## config.mk

```make
export PLATFORM = sky130hd
export DESIGN_NAME = oneshot_pulse_timer
export DESIGN_NICKNAME = d
export VERILOG_FILES = /design/src/rtl/otp_pkg.sv /design/src/rtl/otp_trig_sync.sv /design/src/rtl/otp_regs.sv /design/src/rtl/otp_core.sv /design/src/rtl/oneshot_pulse_timer.sv
export SDC_FILE = /design/constraint.sdc
export NUM_CORES = 1
export LEC_CHECK = 0
export BUFFER_PORTS_ARGS = -buffer_cell sky130_fd_sc_hd__buf_4
export CAP_MARGIN = 20
export CELL_PAD_IN_SITES_DETAIL_PLACEMENT = 0
export CELL_PAD_IN_SITES_GLOBAL_PLACEMENT = 2
export CORE_ASPECT_RATIO = 1.2
export CORE_MARGIN = 2
export CORE_UTILIZATION = 30
export CTS_BUF_LIST = sky130_fd_sc_hd__clkbuf_16
export CTS_CLUSTER_SIZE = 30
export DETAILED_ROUTE_END_ITERATION = 7
export HOLD_SLACK_MARGIN = 0.06
export PLACE_DENSITY = 0.71
export SLEW_MARGIN = 20
export SYNTH_ARGS = -nofsm -noshare
export SYNTH_HDL_FRONTEND = slang
export SYNTH_SLANG_ARGS = --single-unit
```

## constraint.sdc

```tcl
create_clock -name clk -period 4.6 [get_ports clk]
set_clock_uncertainty 0.15 [all_clocks]
set_input_delay 1.15 -clock clk [delete_from_list [all_inputs] [get_ports clk]]
set_output_delay 1.15 -clock clk [all_outputs]
set_load 0.01 [all_outputs]
```

## src/rtl/otp_pkg.sv

```systemverilog
package otp_pkg;
  typedef enum logic [1:0] {
    SEL_CTRL  = 2'd0,
    SEL_START = 2'd1,
    SEL_END   = 2'd2,
    SEL_NONE  = 2'd3
  } sel_e;

  typedef enum logic [1:0] {
    EDGE_NONE = 2'd0,
    EDGE_RISE = 2'd1,
    EDGE_FALL = 2'd2,
    EDGE_BOTH = 2'd3
  } edge_e;

  localparam int CB_EN   = 0;
  localparam int CB_SW   = 1;
  localparam int CB_EDGE = 2;
  localparam int CB_LVL  = 4;
endpackage

```

## src/rtl/otp_trig_sync.sv

```systemverilog
module otp_trig_sync
  import otp_pkg::*;
#(
  parameter int STAGES = 2
) (
  input  logic  clk,
  input  logic  rst,
  input  logic  pin,
  input  edge_e mode,
  output logic  hit
);
  localparam int LAST = STAGES;

  logic [LAST:0] sh;

  always_ff @(posedge clk) begin
    if (rst) sh <= '0;
    else     sh <= {sh[LAST-1:0], pin};
  end

  logic cur, prv;
  assign cur = sh[LAST-1];
  assign prv = sh[LAST];

  always_comb begin
    unique case (mode)
      EDGE_RISE: hit = cur & ~prv;
      EDGE_FALL: hit = ~cur & prv;
      EDGE_BOTH: hit = cur ^ prv;
      default:   hit = 1'b0;
    endcase
  end
endmodule

```

## src/rtl/otp_regs.sv

```systemverilog
module otp_regs
  import otp_pkg::*;
#(
  parameter int CNT_W = 16
) (
  input  logic             clk,
  input  logic             rst,
  input  logic             wr_en,
  input  logic [1:0]       wr_sel,
  input  logic [CNT_W-1:0] wr_data,
  input  logic             run_q,
  output logic             en_nxt,
  output logic             lvl_nxt,
  output logic             sw_trig,
  output edge_e            edge_mode,
  output logic [CNT_W-1:0] cmp_start,
  output logic [CNT_W-1:0] cmp_end,
  output logic [CNT_W-1:0] buf_end
);
  logic             en_q, lvl_q;
  edge_e            edge_q;
  logic [CNT_W-1:0] r_start, r_end, b_start, b_end;
  logic             ctrl_wr;

  assign ctrl_wr   = wr_en && (sel_e'(wr_sel) == SEL_CTRL);
  assign en_nxt    = ctrl_wr ? wr_data[CB_EN]  : en_q;
  assign lvl_nxt   = ctrl_wr ? wr_data[CB_LVL] : lvl_q;
  assign sw_trig   = ctrl_wr && wr_data[CB_SW];
  assign edge_mode = edge_q;
  // While idle the values in force are the written ones; once running, the shadows.
  assign cmp_start = run_q ? b_start : r_start;
  assign cmp_end   = run_q ? b_end   : r_end;
  assign buf_end   = b_end;

  always_ff @(posedge clk) begin
    if (rst) begin
      en_q    <= 1'b0;
      lvl_q   <= 1'b1;
      edge_q  <= EDGE_RISE;
      r_start <= '0;
      r_end   <= '0;
      b_start <= '0;
      b_end   <= '0;
    end else begin
      if (!run_q) begin
        b_start <= r_start;
        b_end   <= r_end;
      end
      if (wr_en) begin
        unique case (sel_e'(wr_sel))
          SEL_CTRL: begin
            en_q   <= wr_data[CB_EN];
            lvl_q  <= wr_data[CB_LVL];
            edge_q <= edge_e'(wr_data[CB_EDGE +: 2]);
          end
          SEL_START: r_start <= wr_data;
          SEL_END:   r_end   <= wr_data;
          default: ;
        endcase
      end
    end
  end

  // shadow copies hold still across any running cycle
  p_shadow_frozen_r9: assert property (@(posedge clk) disable iff (rst)
    run_q |=> ($stable(b_start) && $stable(b_end)));
endmodule

```

## src/rtl/otp_core.sv

```systemverilog
module otp_core #(
  parameter int CNT_W = 16
) (
  input  logic             clk,
  input  logic             rst,
  input  logic             tick,
  input  logic             trig,
  input  logic             en_nxt,
  input  logic             lvl_nxt,
  input  logic [CNT_W-1:0] cmp_start,
  input  logic [CNT_W-1:0] cmp_end,
  input  logic [CNT_W-1:0] buf_end,
  output logic             run_q,
  output logic             pulse_out,
  output logic             irq_start,
  output logic             irq_end
);
  localparam logic [CNT_W-1:0] IDLE_CNT = '1;

  logic [CNT_W-1:0] cnt_q, cnt_n;
  logic             run_n, adv, act_q, act_n, accept;

  assign accept = en_nxt && !run_q && trig;

  always_comb begin
    cnt_n = cnt_q;
    run_n = run_q;
    adv   = 1'b0;
    if (!en_nxt) begin
      cnt_n = IDLE_CNT;
      run_n = 1'b0;
    end else if (accept) begin
      cnt_n = '0;
      run_n = 1'b1;
      adv   = 1'b1;
    end else if (run_q && tick) begin
      if (cnt_q == cmp_end) begin
        cnt_n = '0;
        run_n = 1'b0;
      end else begin
        cnt_n = cnt_q + 1'b1;
        adv   = 1'b1;
      end
    end
    act_n = run_n && (cnt_n >= cmp_start);
  end

  always_ff @(posedge clk) begin
    if (rst) begin
      cnt_q     <= IDLE_CNT;
      run_q     <= 1'b0;
      act_q     <= 1'b0;
      pulse_out <= 1'b0;
      irq_start <= 1'b0;
      irq_end   <= 1'b0;
    end else begin
      cnt_q     <= cnt_n;
      run_q     <= run_n;
      act_q     <= act_n;
      pulse_out <= act_n ? lvl_nxt : ~lvl_nxt;
      irq_start <= adv && (cnt_n == cmp_start);
      irq_end   <= adv && (cnt_n == cmp_end);
    end
  end

  // waiting without a trigger leaves the count parked
  p_idle_hold_r3: assert property (@(posedge clk) disable iff (rst)
    (en_nxt && !run_q && !trig) |=> (!run_q && $stable(cnt_q)));

  // active phase lies inside the running window bounded by the end shadow
  p_active_window_r5: assert property (@(posedge clk) disable iff (rst)
    act_q |-> (run_q && cnt_q <= buf_end));

  // strobes last one cycle
  p_start_strobe_r6: assert property (@(posedge clk) disable iff (rst)
    irq_start |=> !irq_start);
  p_end_strobe_r6: assert property (@(posedge clk) disable iff (rst)
    irq_end |=> !irq_end);

  // a trigger in a running cycle does not restart the count
  p_no_retrigger_r7: assert property (@(posedge clk) disable iff (rst)
    (run_q && trig && tick && en_nxt && cnt_q != cmp_end) |=> (cnt_q == $past(cnt_q) + 1'b1));

  // disabling parks the counter and drops the active phase
  p_disable_park_r10: assert property (@(posedge clk) disable iff (rst)
    !en_nxt |=> (cnt_q == IDLE_CNT && !run_q && !act_q));
endmodule

```

## src/rtl/oneshot_pulse_timer.sv

```systemverilog
module oneshot_pulse_timer
  import otp_pkg::*;
#(
  parameter int CNT_W       = 16,
  parameter int SYNC_STAGES = 2
) (
  input  logic             clk,
  input  logic             rst,
  input  logic             wr_en,
  input  logic [1:0]       wr_sel,
  input  logic [CNT_W-1:0] wr_data,
  input  logic             tick,
  input  logic             ext_trig,
  output logic             pulse_out,
  output logic             irq_start,
  output logic             irq_end
);
  logic             en_nxt, lvl_nxt, sw_trig, ext_hit, run_q;
  edge_e            edge_mode;
  logic [CNT_W-1:0] cmp_start, cmp_end, buf_end;

  otp_trig_sync #(.STAGES(SYNC_STAGES)) u_sync (
    .clk(clk), .rst(rst), .pin(ext_trig), .mode(edge_mode), .hit(ext_hit)
  );

  otp_regs #(.CNT_W(CNT_W)) u_regs (
    .clk(clk), .rst(rst), .wr_en(wr_en), .wr_sel(wr_sel), .wr_data(wr_data),
    .run_q(run_q), .en_nxt(en_nxt), .lvl_nxt(lvl_nxt), .sw_trig(sw_trig),
    .edge_mode(edge_mode), .cmp_start(cmp_start), .cmp_end(cmp_end),
    .buf_end(buf_end)
  );

  otp_core #(.CNT_W(CNT_W)) u_core (
    .clk(clk), .rst(rst), .tick(tick), .trig(sw_trig | ext_hit),
    .en_nxt(en_nxt), .lvl_nxt(lvl_nxt), .cmp_start(cmp_start),
    .cmp_end(cmp_end), .buf_end(buf_end), .run_q(run_q),
    .pulse_out(pulse_out), .irq_start(irq_start), .irq_end(irq_end)
  );
endmodule

```

Word-level counts from Yosys, hierarchy flattened
Cells that the tools add are included.

Register bits after elaboration: 91. Input port bits: 23. Output and inout bits: 3. Logic and storage cells: 61.

$add $sub $neg: 1. Order comparisons: 1. Eq/ne operators: 8. Multiplexer cells: 18. Bitwise operators: 7. Reductions and logical operators: 13.

Operators by type and width (count): $mux W16 (6); $eq A16 B16 Y1 (3); $add A16 B1 Y16 const B (1); $ge A16 B16 Y1 (1); $mux W1 (11); $logic_and A1 B1 Y1 (8); $eq A2 B2 Y1 const B (3); $reduce_and A2 Y1 (3); $eq A2 B1 Y1 const B (2); $not A1 Y1 (3); $pmux W1 S3 (1); $and A1 B1 Y1 (2); $logic_not A2 Y1 (1); $logic_not A1 Y1 (1); $or A1 B1 Y1 (1); $xor A1 B1 Y1 (1).

Depth between registers and ports, before layout
Gate-level depths: netlist of the first run.

Depth after elaboration: 10. Gate-level depth with buffers: 18.

By module
From an unflattened synthesis of the first run, not the netlist that was laid out.

Cell total of the unflattened synthesis: 508. Area total of the unflattened synthesis: 4973.5 sq um.

Modules (own cells, without submodules): otp_regs (times used 1, cells each 247, area each 2780.2 sq um); otp_core (times used 1, cells each 245, area each 2052.0 sq um); otp_trig_sync (times used 1, cells each 15, area each 135.1 sq um); oneshot_pulse_timer (times used 1, cells each 1, area each 6.3 sq um).

Least setup slack after synthesis of the first run
Ideal clock, no wire load.

Path kind: input to register. Start: in wr_sel[0]. End: reg u_core.pulse_out. Setup time: 0.070 ns. Arrival: 3.824 ns. Data required time: 4.380 ns. Slack: 0.555 ns. Stages: 14. Buffers on the path: 1. Cells stage by stage: nor3b_4 -> nand2_2 -> a311oi_4 -> nor2_2 -> clkbuf_1 -> a31o_2 -> ha_1 -> nand4_1 -> nor3_1 -> o21ai_0 -> a21oi_1 -> nor3_1 -> or3_1 -> a21oi_1.

Cells in the longest elaborated chain, start to end: 10.

Ends and longest elaborated chain: from (decl) (RTL line oneshot_pulse_timer.sv:10) `input logic [1:0] wr_sel,`; $logic_not A2 Y1 * (RTL line otp_regs.sv:25) `assign ctrl_wr = wr_en && (sel_e'(wr_sel) == SEL_CTRL);`; $logic_and A1 B1 Y1 * (RTL line otp_regs.sv:25); $mux W1 / $logic_and A1 B1 Y1 (equally long branches) (RTL line otp_regs.sv:26, otp_regs.sv:28); $logic_and A1 B1 Y1 / $or A1 B1 Y1 (equally long branches) (RTL line otp_core.sv:23, oneshot_pulse_timer.sv:34); $logic_and A1 B1 Y1 (RTL line otp_core.sv:23) `assign accept = en_nxt && !run_q && trig;`; $mux W16 (RTL line otp_core.sv:32) `end else if (accept) begin`; $mux W16 * (RTL line otp_core.sv:29) `if (!en_nxt) begin`; net u_core.cnt_n[9] (RTL line otp_core.sv:20) `logic [CNT_W-1:0] cnt_q, cnt_n;`; $ge A16 B16 Y1 * (RTL line otp_core.sv:45) `act_n = run_n && (cnt_n >= cmp_start);`; $logic_and A1 B1 Y1 * (RTL line otp_core.sv:45); $mux W1 * (RTL line otp_core.sv:60) `pulse_out <= act_n ? lvl_nxt : ~lvl_nxt;`; to (signal assigned) (RTL line otp_core.sv:60); to (decl) (RTL line otp_core.sv:14) `output logic pulse_out,`.

The timed path passes the listed nets; every way through them passes the cells marked *. A chain may end at the register's enable or synchronous reset.

Worst setup path after layout of the first run
Start: reg u_core.run_q. End: reg u_core.pulse_out.

Cells in the longest elaborated chain, start to end: 9.

Ends and longest elaborated chain: from (decl) (RTL line otp_core.sv:13) `output logic run_q,`; from (signal assigned) (RTL line otp_core.sv:58) `run_q <= run_n;`; $mux W16 (RTL line otp_regs.sv:32) `assign cmp_end = run_q ? b_end : r_end;`; $eq A16 B16 Y1 (RTL line otp_core.sv:37) `if (cnt_q == cmp_end) begin`; $mux W16 (RTL line otp_core.sv:37); $mux W16 (RTL line otp_core.sv:36) `end else if (run_q && tick) begin`; $mux W16 * (RTL line otp_core.sv:32); $mux W16 * (RTL line otp_core.sv:29); net u_core.cnt_n[3] (RTL line otp_core.sv:20); $ge A16 B16 Y1 * (RTL line otp_core.sv:45); $logic_and A1 B1 Y1 * (RTL line otp_core.sv:45); $mux W1 * (RTL line otp_core.sv:60).

Marked as above.

==> impl_summary.log, run 1 <==
[metrics] status: finished clean
[metrics] max-slew headroom at the worst pin: 0.380
[metrics] vertical die dimension: 141 um
[metrics] Area growth, synth to finish: 18.5%
[metrics] HP Class: reg2reg
[metrics] peak ir drop on the vdd network: 148 uV
[metrics] post-route non-filler standard cell count: 788
[metrics] Compound-Gate Fraction of Synth Area: 0.141
[metrics] Setup TNS: 0 ns
[metrics] Worst Hold Margin: 0.304 ns
[metrics] critical path's largest stage delay: 0.51 ns
[metrics] worst-path fanout max: 13
[metrics] global placer's final weighted congestion: 0.884
[metrics] register clock-pin slew on the reported worst setup and hold paths: 0.06 ns
[metrics] post-synthesis share of cell area spent on xor and xnor gates: 0.0582
[metrics] simple logic cell fraction of the synthesized area: 0.233
[metrics] number of iterations in the first detailed-routing pass: 4
[metrics] sequential share of power: 0.470
[metrics] final wirelength: 13,500 um
[metrics] hold worst-path end: u_regs.r_end[5]
[metrics] launching point of the worst reg2reg path: u_core.run_q
[metrics] via count of the first global-routing pass: 3,954
[metrics] total number of yosys warnings: 0
[metrics] remaining antenna violation count after routing: 0
[metrics] dpl hpwl: 10,400 um
[metrics] main combinational cell family by area after synthesis: simple AND/OR/NAND/NOR gates
[metrics] max-cap violation count: 0
[metrics] max-slew violation count: 0
[metrics] endpoint kind of the worst setup timing path: flop
[metrics] number of primary I/O pins: 26
[metrics] placed instance count: 773
[metrics] worst reg2reg setup slack: 0.58 ns
[metrics] Max stage delay cell, worst path: sky130_fd_sc_hd__dfxtp_4
[metrics] unrepaired setup endpoints after global routing: false
[metrics] Total Die Area: 16,600 um2
[metrics] type of the setup path with the least slack: reg2reg
[metrics] clock insertion delay at the later pin of the skew report: 0.34 ns
[metrics] pre-CTS setup slack: 0.250 ns
[metrics] maximum buffer depth of the clock tree: 2
[metrics] data arrival time of the critical path: 4.14 ns
[metrics] CTS Sinks: 91
[metrics] required time of the worst setup path: 4.71 ns
[metrics] Starting Density: 0.309
[metrics] PD cells: 314 nW/um2
[metrics] combinational share of power: 0.080
[metrics] Synth Register Bits: 91
[metrics] global-route wire length before repair: 22,100 um
[metrics] Post-route DRC: 0
[metrics] Async SR Flop Fraction: 0
[metrics] Filler cells: 1,600
[metrics] cell count after synthesis: 542
[metrics] routed vias/inst: 5.00
[metrics] proportion of power drawn by the clock network: 0.450
[metrics] number of placement rows: 49
[metrics] number of buffers created by CTS: 9
[metrics] placeable core area: 15,100 um2
[metrics] cell internal pwr: 0.00133 W
[metrics] smallest setup slack after layout: 0.579 ns
[metrics] Die X-Extent: 118 um
[metrics] Hold Path Stages: 2
[metrics] ANT cells: 0
[metrics] cts hold-fix bufs: 0
[metrics] H-tree lvl count: 3
[metrics] Port-buffer cells: 25
[metrics] share of cell area taken by muxes after synthesis: 0.0894
[metrics] mean post-synth cell area: 8.60 um2
[metrics] synthesized netlist net count: 584
[metrics] post-layout min period: 4.02 ns
[metrics] TritonCTS clock tree: built
[metrics] summed instance area of the synthesized netlist: 4660 um2
[metrics] total net switching power: 0.000404 W
[metrics] core utilization of the finished layout: 0.366
[metrics] crit share post-route: 0.874
[metrics] leakage power total: 2.01 nW
[metrics] net count reported at finish: 622
[metrics] number of vias in the routed layout: 3,941
[metrics] largest net degree at the start of global routing: 89
[metrics] Worst Tran Pin Value: 0.927 ns
[metrics] Cell Chain, Critical Path: buf_12, mux2i_2, xnor2_1, nor4_2, nand4_2, o21ai_2, buf_4, o21ai_0, ha_1, and4_1, nand4_1, nand2_1, nor3_1, or3_1, a21oi_1
[metrics] Yosys cell types: 63
[metrics] startpoint of the tightest hold check path: u_regs.r_end[5]
[metrics] layout cells sized above 1: 0.180
[metrics] top flip-flop cell by instance count after synthesis: sky130_fd_sc_hd__dfxtp_1
[metrics] total routing usage reported by global routing: 0.172
[metrics] average detailed-routed wire length per instance: 17.1 um
[metrics] Achievable Freq: 249 MHz
[metrics] crit start category: flop
[metrics] GRT Residual Overflow: 0
[metrics] initial antenna violation count: 0
[metrics] EDFF count, synth: 0
[metrics] master cell of the clock root buffer: sky130_fd_sc_hd__clkbuf_16
[metrics] number of design-rule violations left by the first detailed-router iteration: 229
[metrics] share of synthesized cell area in full adder, half adder and majority cells: 0.0510
[metrics] switching share of power: 0.233
[metrics] register area share after synthesis: 0.391
[metrics] count of final hold-check violations: 0
[metrics] final count of negative-setup-slack endpoints: 0
[metrics] depth of the worst register-to-register path: 15
[metrics] end of the worst register-to-register path: u_core.pulse_out
[cells in the final DEF (no fill, tap or decap), types with 8 or more instances in the layout]
cell type / synthesis / routed
sky130_fd_sc_hd__dfxtp_1: 91 / 90
sky130_fd_sc_hd__nand2_1: 85 / 85
sky130_fd_sc_hd__buf_4: 1 / 54
sky130_fd_sc_hd__nor2_1: 49 / 49
sky130_fd_sc_hd__a21oi_1: 48 / 48
sky130_fd_sc_hd__xnor2_1: 25 / 25
sky130_fd_sc_hd__mux2i_1: 25 / 25
sky130_fd_sc_hd__ha_1: 19 / 19
sky130_fd_sc_hd__o21ai_0: 18 / 18
sky130_fd_sc_hd__inv_1: 10 / 12
sky130_fd_sc_hd__nor3_1: 11 / 11
sky130_fd_sc_hd__nor2b_1: 10 / 10
sky130_fd_sc_hd__nand3_1: 10 / 10
sky130_fd_sc_hd__nand4_1: 10 / 10
sky130_fd_sc_hd__clkbuf_16: 0 / 9
sky130_fd_sc_hd__mux2i_2: 8 / 8
[per-stage QoR]
| stage | power, W | instance area [um2] |
|---|---|---|
| floorplan | 0.000915 | 4660 |
| global placement | 0.000973 | 5210 |
| detailed placement | 0.000973 | 5210 |
| CTS | 0.00175 | 5520 |
| global route | 0.00181 | 5520 |
| finish | 0.00174 | 5520 |
[layout make-up]
class / count / area (um2) / area share
multi-input combinational: 413 / 2670 / 0.483
timing repair buffer: 55 / 425 / 0.0770
clock inverter: 6 / 83.8 / 0.0152
inverter: 10 / 37.5 / 0.00680
sequential: 91 / 1830 / 0.331
clock buffer: 9 / 225 / 0.0408
tap: 204 / 255 / 0.0462
[cell families after synthesis]
family / Yosys count
AND/OR/NAND/NOR: 221
AO/OA/AOI/OAI: 104
flip-flops: 91
buffers and inverters: 38
multiplexers: 38
XOR/XNOR: 31
adder cells (fa/ha/maj): 19
[worst max-delay path, delay by kind of cell (launching register included)]
kind	cells	cell delay (ns)
buf+inv	2	0.40
fa+ha+maj	1	0.41
compound gates	3	0.73
xor+xnor	1	0.18
flops	1	0.51
simple gates	7	1.29
mux	1	0.26
[Yosys cell counts (7+ instances only)]
library cell	number	share of area
sky130_fd_sc_hd__o21ai_0	18	0.019
sky130_fd_sc_hd__inv_1	10	0.0081
sky130_fd_sc_hd__nand4_1	10	0.013
sky130_fd_sc_hd__dfxtp_1	91	0.39
sky130_fd_sc_hd__nor3_1	11	0.012
sky130_fd_sc_hd__nor2_1	49	0.039
sky130_fd_sc_hd__mux2i_1	25	0.054
sky130_fd_sc_hd__mux2i_2	8	0.024
sky130_fd_sc_hd__nand3_1	10	0.011
sky130_fd_sc_hd__clkbuf_1	20	0.016
sky130_fd_sc_hd__xnor2_1	25	0.047
sky130_fd_sc_hd__nor2b_1	10	0.013
sky130_fd_sc_hd__a21oi_1	48	0.052
sky130_fd_sc_hd__nand2_1	85	0.068
sky130_fd_sc_hd__ha_1	19	0.051
sky130_fd_sc_hd__or2_1	7	0.0094
[state kept, by name, summed over array words and instances, names as in the netlist]
signal and count:
u_regs.r_start 16, u_core.cnt_q 16, u_regs.edge_mode 2, u_regs.b_start 16, u_sync.sh 3, u_core.pulse_out 1
u_regs.lvl_q 1, u_regs.buf_end 16, u_core.irq_start 1, u_core.run_q 1, u_core.irq_end 1, u_regs.en_q 1
u_regs.r_end 16
[timing repair]
action,CTS,global route
gates resized for setup,0,1
endpoints found under the setup margin,0,1
buffers inserted,0,0
[routing by layer]
| layer | vias to the layer above | part of all wire | track usage |
|---|---|---|---|
| met4 | 0 | 0.032 | 0.0723 |
| li1 | 1969 | - | - |
| met2 | 89 | 0.47 | 0.280 |
| met5 | - | 0 | 0 |
| met3 | 28 | 0.036 | 0.0305 |
| met1 | 1855 | 0.46 | 0.226 |
[worst max path at each step]
stage	end	from	slack, ns	depth (start not counted)
floorplan	u_core.pulse_out	wr_sel[0]	0.56	14
global placement	u_core.pulse_out	wr_sel[0]	0.27	14
detailed placement	u_core.pulse_out	wr_sel[0]	0.25	14
CTS	u_core.pulse_out	u_core.run_q	0.34	16
global route	u_core.pulse_out	u_core.run_q	0.15	15
finish	u_core.pulse_out	u_core.run_q	0.58	15
[power by group through the flow]
stage               combinational, W  clock (W)  sequential [W]
floorplan                  0.0000852          0        0.000830
global placement            0.000140          0        0.000834
detailed placement          0.000139          0        0.000834
CTS                         0.000140   0.000799        0.000816
global route                0.000154   0.000840        0.000817
finish                      0.000139   0.000782        0.000815
No activity file was read; power rests on OpenSTA's default activity.
==> run 2: changes to the inputs <==
CORE_UTILIZATION = 38   (was 30)
PLACE_DENSITY = 0.86   (was 0.71)
==> run 2 against run 1 <==
Non-clock buffer count shrank 2. Via count grew 0.53%. Sequential share of layout area increased by 0.56 points. Register-to-register slack got worse by 0.13 ns. Clock power fell by 5.8%. Maximum frequency is 3.5% lower. Global-route usage is 3.2 points higher. Clock-buffer cell count is the same. Total power is 2.6% lower. Critical endpoint is now u_core.irq_start. Sequential power about the same. Hold slack gained 0.0016 ns.
==> impl_summary.log, run 2 (synthesis gave the netlist of run 1 again) <==
[metrics] status: finished clean
[metrics] final count of negative-setup-slack endpoints: 0
[metrics] type of the setup path with the least slack: in2reg
[metrics] Crit path top cell by count: sky130_fd_sc_hd__buf_4
[metrics] number of primary I/O pins: 26
[metrics] pre-CTS setup slack: 0.0841 ns
[metrics] number of buffers created by CTS: 9
[metrics] required time of the worst setup path: 4.62 ns
[metrics] Cell Chain, Critical Path: buf_4, nor3b_4, buf_4, mux2i_1, buf_4, a21oi_1, nor3_1, ha_1, and4_1, nand4_1, a2111oi_0
[metrics] Max stage delay cell, worst path: sky130_fd_sc_hd__a2111oi_0
[metrics] number of iterations in the first detailed-routing pass: 6
[metrics] Port-buffer cells: 25
[metrics] layout cells sized above 1: 0.178
[metrics] number of design-rule violations left by the first detailed-router iteration: 257
[metrics] average detailed-routed wire length per instance: 17.6 um
[metrics] maximum buffer depth of the clock tree: 2
[metrics] Total Die Area: 13,200 um2
[metrics] global-route wire length before repair: 21,100 um
[metrics] count of final hold-check violations: 0
[metrics] max-cap violation count: 0
[metrics] via count of the first global-routing pass: 3,991
[metrics] net count reported at finish: 620
[metrics] crit start category: input pin
[metrics] H-tree lvl count: 3
[metrics] Worst Tran Pin Value: 0.888 ns
[metrics] crit share post-route: 0.906
[metrics] routed vias/inst: 5.33
[metrics] Filler cells: 1,183
[metrics] Post-route DRC: 0
[metrics] number of vias in the routed layout: 3,962
[metrics] worst-path fanout max: 8
[metrics] most used cells in the layout excluding fill and tap cells: 90 x sky130_fd_sc_hd__dfxtp_1, 85 x sky130_fd_sc_hd__nand2_1, 53 x sky130_fd_sc_hd__buf_4
[metrics] leakage power total: 1.99 nW
[metrics] final wirelength: 13,100 um
[metrics] global placer's final weighted congestion: 0.968
[metrics] Starting Density: 0.387
[metrics] master cell of the clock root buffer: sky130_fd_sc_hd__clkbuf_16
[metrics] endpoint kind of the worst setup timing path: flop
[metrics] cts hold-fix bufs: 0
[metrics] CTS Sinks: 91
[metrics] placeable core area: 12,100 um2
[metrics] dpl hpwl: 9890 um
[metrics] clock insertion delay at the later pin of the skew report: 0.34 ns
[metrics] ANT cells: 0
[metrics] post-layout min period: 4.17 ns
[metrics] Die X-Extent: 105 um
[metrics] critical path's largest stage delay: 0.66 ns
[metrics] max-slew headroom at the worst pin: 0.408
[metrics] post-CTS setup buffer count: 0
[metrics] register clock-pin slew on the reported worst setup and hold paths: 0.07 ns
[metrics] PD cells: 312 nW/um2
[metrics] smallest setup slack after layout: 0.433 ns
[metrics] GRT Residual Overflow: 0
[metrics] largest net degree at the start of global routing: 89
[metrics] number of placement rows: 44
[metrics] unrepaired setup endpoints after global routing: false
[metrics] peak ir drop on the vdd network: 176 uV
[metrics] remaining antenna violation count after routing: 0
[metrics] total routing usage reported by global routing: 0.205
[metrics] Area growth, synth to finish: 16.3%
[metrics] initial antenna violation count: 0
[metrics] vertical die dimension: 125 um
[metrics] max-slew violation count: 0
[metrics] CP delay by family, top: simple AND/OR/NAND/NOR gates
[metrics] post-CTS resize count: 0
[metrics] Achievable Freq: 240 MHz
[metrics] data arrival time of the critical path: 4.19 ns
[metrics] core utilization of the finished layout: 0.450
[metrics] most common cell after layout, fill and taps aside: sky130_fd_sc_hd__dfxtp_1
[metrics] TritonCTS clock tree: built
[metrics] number of buffers and inverters on the critical path: 3
[metrics] HP Class: reg2reg
## run 2: cell types whose count changed in the layout (fill, tap and decap cells not counted)
cell,previous run,this run
sky130_fd_sc_hd__inv_6,0,1
sky130_fd_sc_hd__clkinv_2,0,1
sky130_fd_sc_hd__buf_12,1,0
sky130_fd_sc_hd__buf_4,54,53
sky130_fd_sc_hd__clkinv_1,0,2
sky130_fd_sc_hd__dfxtp_4,1,0
sky130_fd_sc_hd__bufinv_16,2,1
sky130_fd_sc_hd__inv_1,12,10
sky130_fd_sc_hd__dfxtp_2,0,1
## run 2: cell type report
type	instances	area, um2	area share
clock inverters	7	67.6	0.0125
flip-flops and latches	91	1820	0.336
well taps	161	201	0.0371
clock buffers	9	225	0.0415
multi-input cells	413	2670	0.492
inverters	10	37.5	0.00692
repair buffers	53	398	0.0734
## run 2: report_power, final
part	switching, W	leakage (nW)	internal, W	total (W)
Clock	0.000317	0.141	0.000419	0.000737
Sequential	0.00000972	0.739	0.000806	0.000816
Combinational	0.0000827	1.11	0.0000565	0.000139
Total	0.000410	1.99	0.00128	0.00169
## run 2: path summary, 6_finish.rpt
| kind | startpoint | end | slack, ns | cells past startpoint |
|---|---|---|---|---|
| min | u_sync.sh[0] | u_sync.sh[1] | 0.31 | 1 |
| min reg2reg | u_sync.sh[0] | u_sync.sh[1] | 0.31 | 1 |
| max reg2reg | u_core.run_q | u_core.irq_start | 0.45 | 12 |
| max | wr_sel[0] | u_core.irq_start | 0.43 | 11 |
## run 2: metal layers
metal | vias to the layer above | GRT usage | wire length (um)
met2 | 118 | 0.333 | 6080
met5 | - | 0 | 0
met4 | 0 | 0.0878 | 331
met1 | 1862 | 0.274 | 6120
li1 | 1958 | - | -
met3 | 24 | 0.0229 | 542
## run 2: stage by stage
step	power, W	hold slack (ns)	cells	area (um2)	setup TNS (ns)
3_3_place_gp	0.000971	0.287	728	5130	-0.0201
3_5_place_dp	0.000972	0.293	728	5130	0
4_1_cts	0.00170	0.308	744	5420	0
5_1_grt	0.00175	0.332	744	5420	0
6_report	0.00169	0.306	744	5420	0
2_1_floorplan	0.000915	0.264	542	4660	0
==> run 3: changes to the inputs <==
CELL_PAD_IN_SITES_DETAIL_PLACEMENT = default   (was 0)
CELL_PAD_IN_SITES_GLOBAL_PLACEMENT = default   (was 2)
CORE_UTILIZATION = 45   (was 38)
PLACE_DENSITY = default   (was 0.86)
==> run 3 against run 2 <==
Flip-flop and latch count unchanged. Largest cell class unchanged. First-iteration DRC count rose by 18%. Non-clock buffer count unchanged. Die area is 15% lower. Global-route usage rose by 2.9 points. Critical endpoint is now u_core.pulse_out. Largest power group unchanged. Final cell count fell by 4.7%. Register-to-register slack worse by 0.12 ns.
==> impl_summary.log, run 3 (synthesis gave the netlist of run 1 again) <==
[metrics] layout cells sized above 1: 0.180
[metrics] number of buffers and inverters on the critical path: 2
[metrics] end of the worst register-to-register path: u_core.pulse_out
[metrics] Area growth, synth to finish: 16.1%
[metrics] dpl hpwl: 9800 um
[metrics] max-slew violation count: 0
[metrics] type of the setup path with the least slack: reg2reg
[metrics] HP Class: reg2reg
[metrics] most used cells in the layout excluding fill and tap cells: 90 x sky130_fd_sc_hd__dfxtp_1, 85 x sky130_fd_sc_hd__nand2_1, 52 x sky130_fd_sc_hd__buf_4
[metrics] placeable core area: 10,100 um2
[metrics] crit start category: flop
[metrics] hold worst-path end: u_sync.sh[1]
[metrics] Post-route DRC: 0
[metrics] number of placement rows: 40
[metrics] CP delay by family, top: compound AO/OA/AOI/OAI gates
[metrics] peak ir drop on the vdd network: 200 uV
[metrics] Setup TNS: 0 ns
[metrics] startpoint of the tightest hold check path: u_sync.sh[0]
[metrics] cts hold-fix bufs: 0
[metrics] post-CTS resize count: 0
[metrics] sequential share of power: 0.470
[metrics] total routing usage reported by global routing: 0.233
[metrics] global-route wire length before repair: 20,200 um
[metrics] critical path depth in cells: 16
[metrics] GRT Residual Overflow: 0
[metrics] max-slew headroom at the worst pin: 0.415
[metrics] net count reported at finish: 620
[metrics] CTS Sinks: 91
[metrics] cell internal pwr: 0.00134 W
[metrics] number of buffers created by CTS: 9
[metrics] post-route non-filler standard cell count: 709
[metrics] Port-buffer cells: 25
[metrics] overall power: 0.00174 W
[metrics] post-layout instance area: 5410 um2
[metrics] largest net degree at the start of global routing: 89
[metrics] master cell of the clock root buffer: sky130_fd_sc_hd__clkbuf_16
[metrics] critical path's largest stage delay: 0.60 ns
[metrics] via count of the first global-routing pass: 3,752
[metrics] initial antenna violation count: 0
[metrics] Achievable Freq: 234 MHz
[metrics] depth of the worst register-to-register path: 16
[metrics] leakage power total: 2.00 nW
[metrics] average detailed-routed wire length per instance: 17.9 um
[metrics] post-CTS setup buffer count: 0
[metrics] switching share of power: 0.230
[metrics] data arrival time of the critical path: 4.31 ns
[metrics] status: finished clean
[metrics] endpoint kind of the worst setup timing path: flop
[metrics] total cell area at the placement stage: 5100 um2
[metrics] worst-path fanout max: 14
[metrics] final wirelength: 12,700 um
[metrics] Die X-Extent: 96.9 um
[metrics] Total Die Area: 11,200 um2
[metrics] ANT cells: 0
[metrics] crit share post-route: 0.928
[metrics] worst reg2reg setup slack: 0.33 ns
[metrics] number of iterations in the first detailed-routing pass: 5
[metrics] Crit. Startpoint: u_core.run_q
[metrics] unrepaired setup endpoints after global routing: false
[metrics] Worst Tran Pin Value: 0.878 ns
[metrics] number of design-rule violations left by the first detailed-router iteration: 304
[metrics] clock insertion delay at the later pin of the skew report: 0.34 ns
[metrics] maximum buffer depth of the clock tree: 2
[metrics] Cell Chain, Critical Path: buf_4, mux2i_2, xnor2_1, nor4_2, nand4_2, buf_4, a311o_1, ha_1, nor2b_1, o21a_1, o21a_1, o21ai_0, a21oi_1, nor3_1, or3_1, a21oi_1
[metrics] number of vias in the routed layout: 3,990
[metrics] placed instance count: 693
[metrics] Max stage delay cell, worst path: sky130_fd_sc_hd__dfxtp_2
[metrics] remaining antenna violation count after routing: 0
[metrics] routed vias/inst: 5.63
[metrics] final count of negative-setup-slack endpoints: 0
[metrics] PD cells: 321 nW/um2
[metrics] launching point of the worst reg2reg path: u_core.run_q
[metrics] number of primary I/O pins: 26
[metrics] proportion of power drawn by the clock network: 0.450
[metrics] most common cell after layout, fill and taps aside: sky130_fd_sc_hd__dfxtp_1
[metrics] required time of the worst setup path: 4.64 ns
[metrics] Hold Path Stages: 1
[metrics] global placer's final weighted congestion: 0.991
[metrics] smallest setup slack after layout: 0.330 ns
[metrics] combinational share of power: 0.080
[metrics] count of final hold-check violations: 0
[metrics] pre-CTS setup slack: 0.295 ns
[metrics] TritonCTS clock tree: built
[metrics] register clock-pin slew on the reported worst setup and hold paths: 0.06 ns
[metrics] vertical die dimension: 116 um
[metrics] post-layout min period: 4.27 ns
[metrics] Starting Density: 0.463
[metrics] H-tree lvl count: 3
[metrics] total net switching power: 0.000399 W
[metrics] max-cap violation count: 0
## run 3: cell types whose count changed in the layout (fill, tap and decap cells not counted)
cell                        previous run  this run
sky130_fd_sc_hd__buf_12                0         1
sky130_fd_sc_hd__buf_4                53        52
sky130_fd_sc_hd__bufinv_16             1         2
sky130_fd_sc_hd__clkinv_1              2         1
sky130_fd_sc_hd__clkinv_2              1         2
sky130_fd_sc_hd__clkinv_4              1         0
## run 3: cell type report
class                   count  area, um2
multi-input cells         413       2670
fillers                   980       4650
well taps                 126        158
clock inverters             7       90.1
inverters                  10       37.5
clock buffers               9        225
flip-flops and latches     91       1820
repair buffers             53        410
## run 3: worst max path at each step
| stage | end |
|---|---|
| floorplan | u_core.pulse_out |
| global placement | u_core.pulse_out |
| detailed placement | u_core.pulse_out |
| CTS | u_core.pulse_out |
| global route | u_core.pulse_out |
| finish | u_core.pulse_out |
## run 3: power groups by stage
stage	sequential [W]	clock [W]	combinational [W]
after detailed placement	0.000834	0	0.000137
after global placement	0.000833	0	0.000137
after CTS	0.000816	0.000796	0.000138
final	0.000816	0.000781	0.000139
after global routing	0.000818	0.000822	0.000153
after floorplan	0.000830	0	0.0000852
## run 3: routing by layer
metal,wire length [um],track usage,share of wire,up-vias
met3,615,0.0356,0.048,25
met2,5780,0.375,0.45,112
met5,0,0,0,-
met4,463,0.115,0.036,0
met1,5850,0.309,0.46,1888
li1,-,-,-,1965
## run 3: stage by stage
stage / util / hold slack [ns]
floorplan: - / 0.264
global placement: 0.507 / 0.267
detailed placement: 0.507 / 0.277
CTS: 0.538 / 0.292
global route: 0.538 / 0.320
finish: 0.538 / 0.287
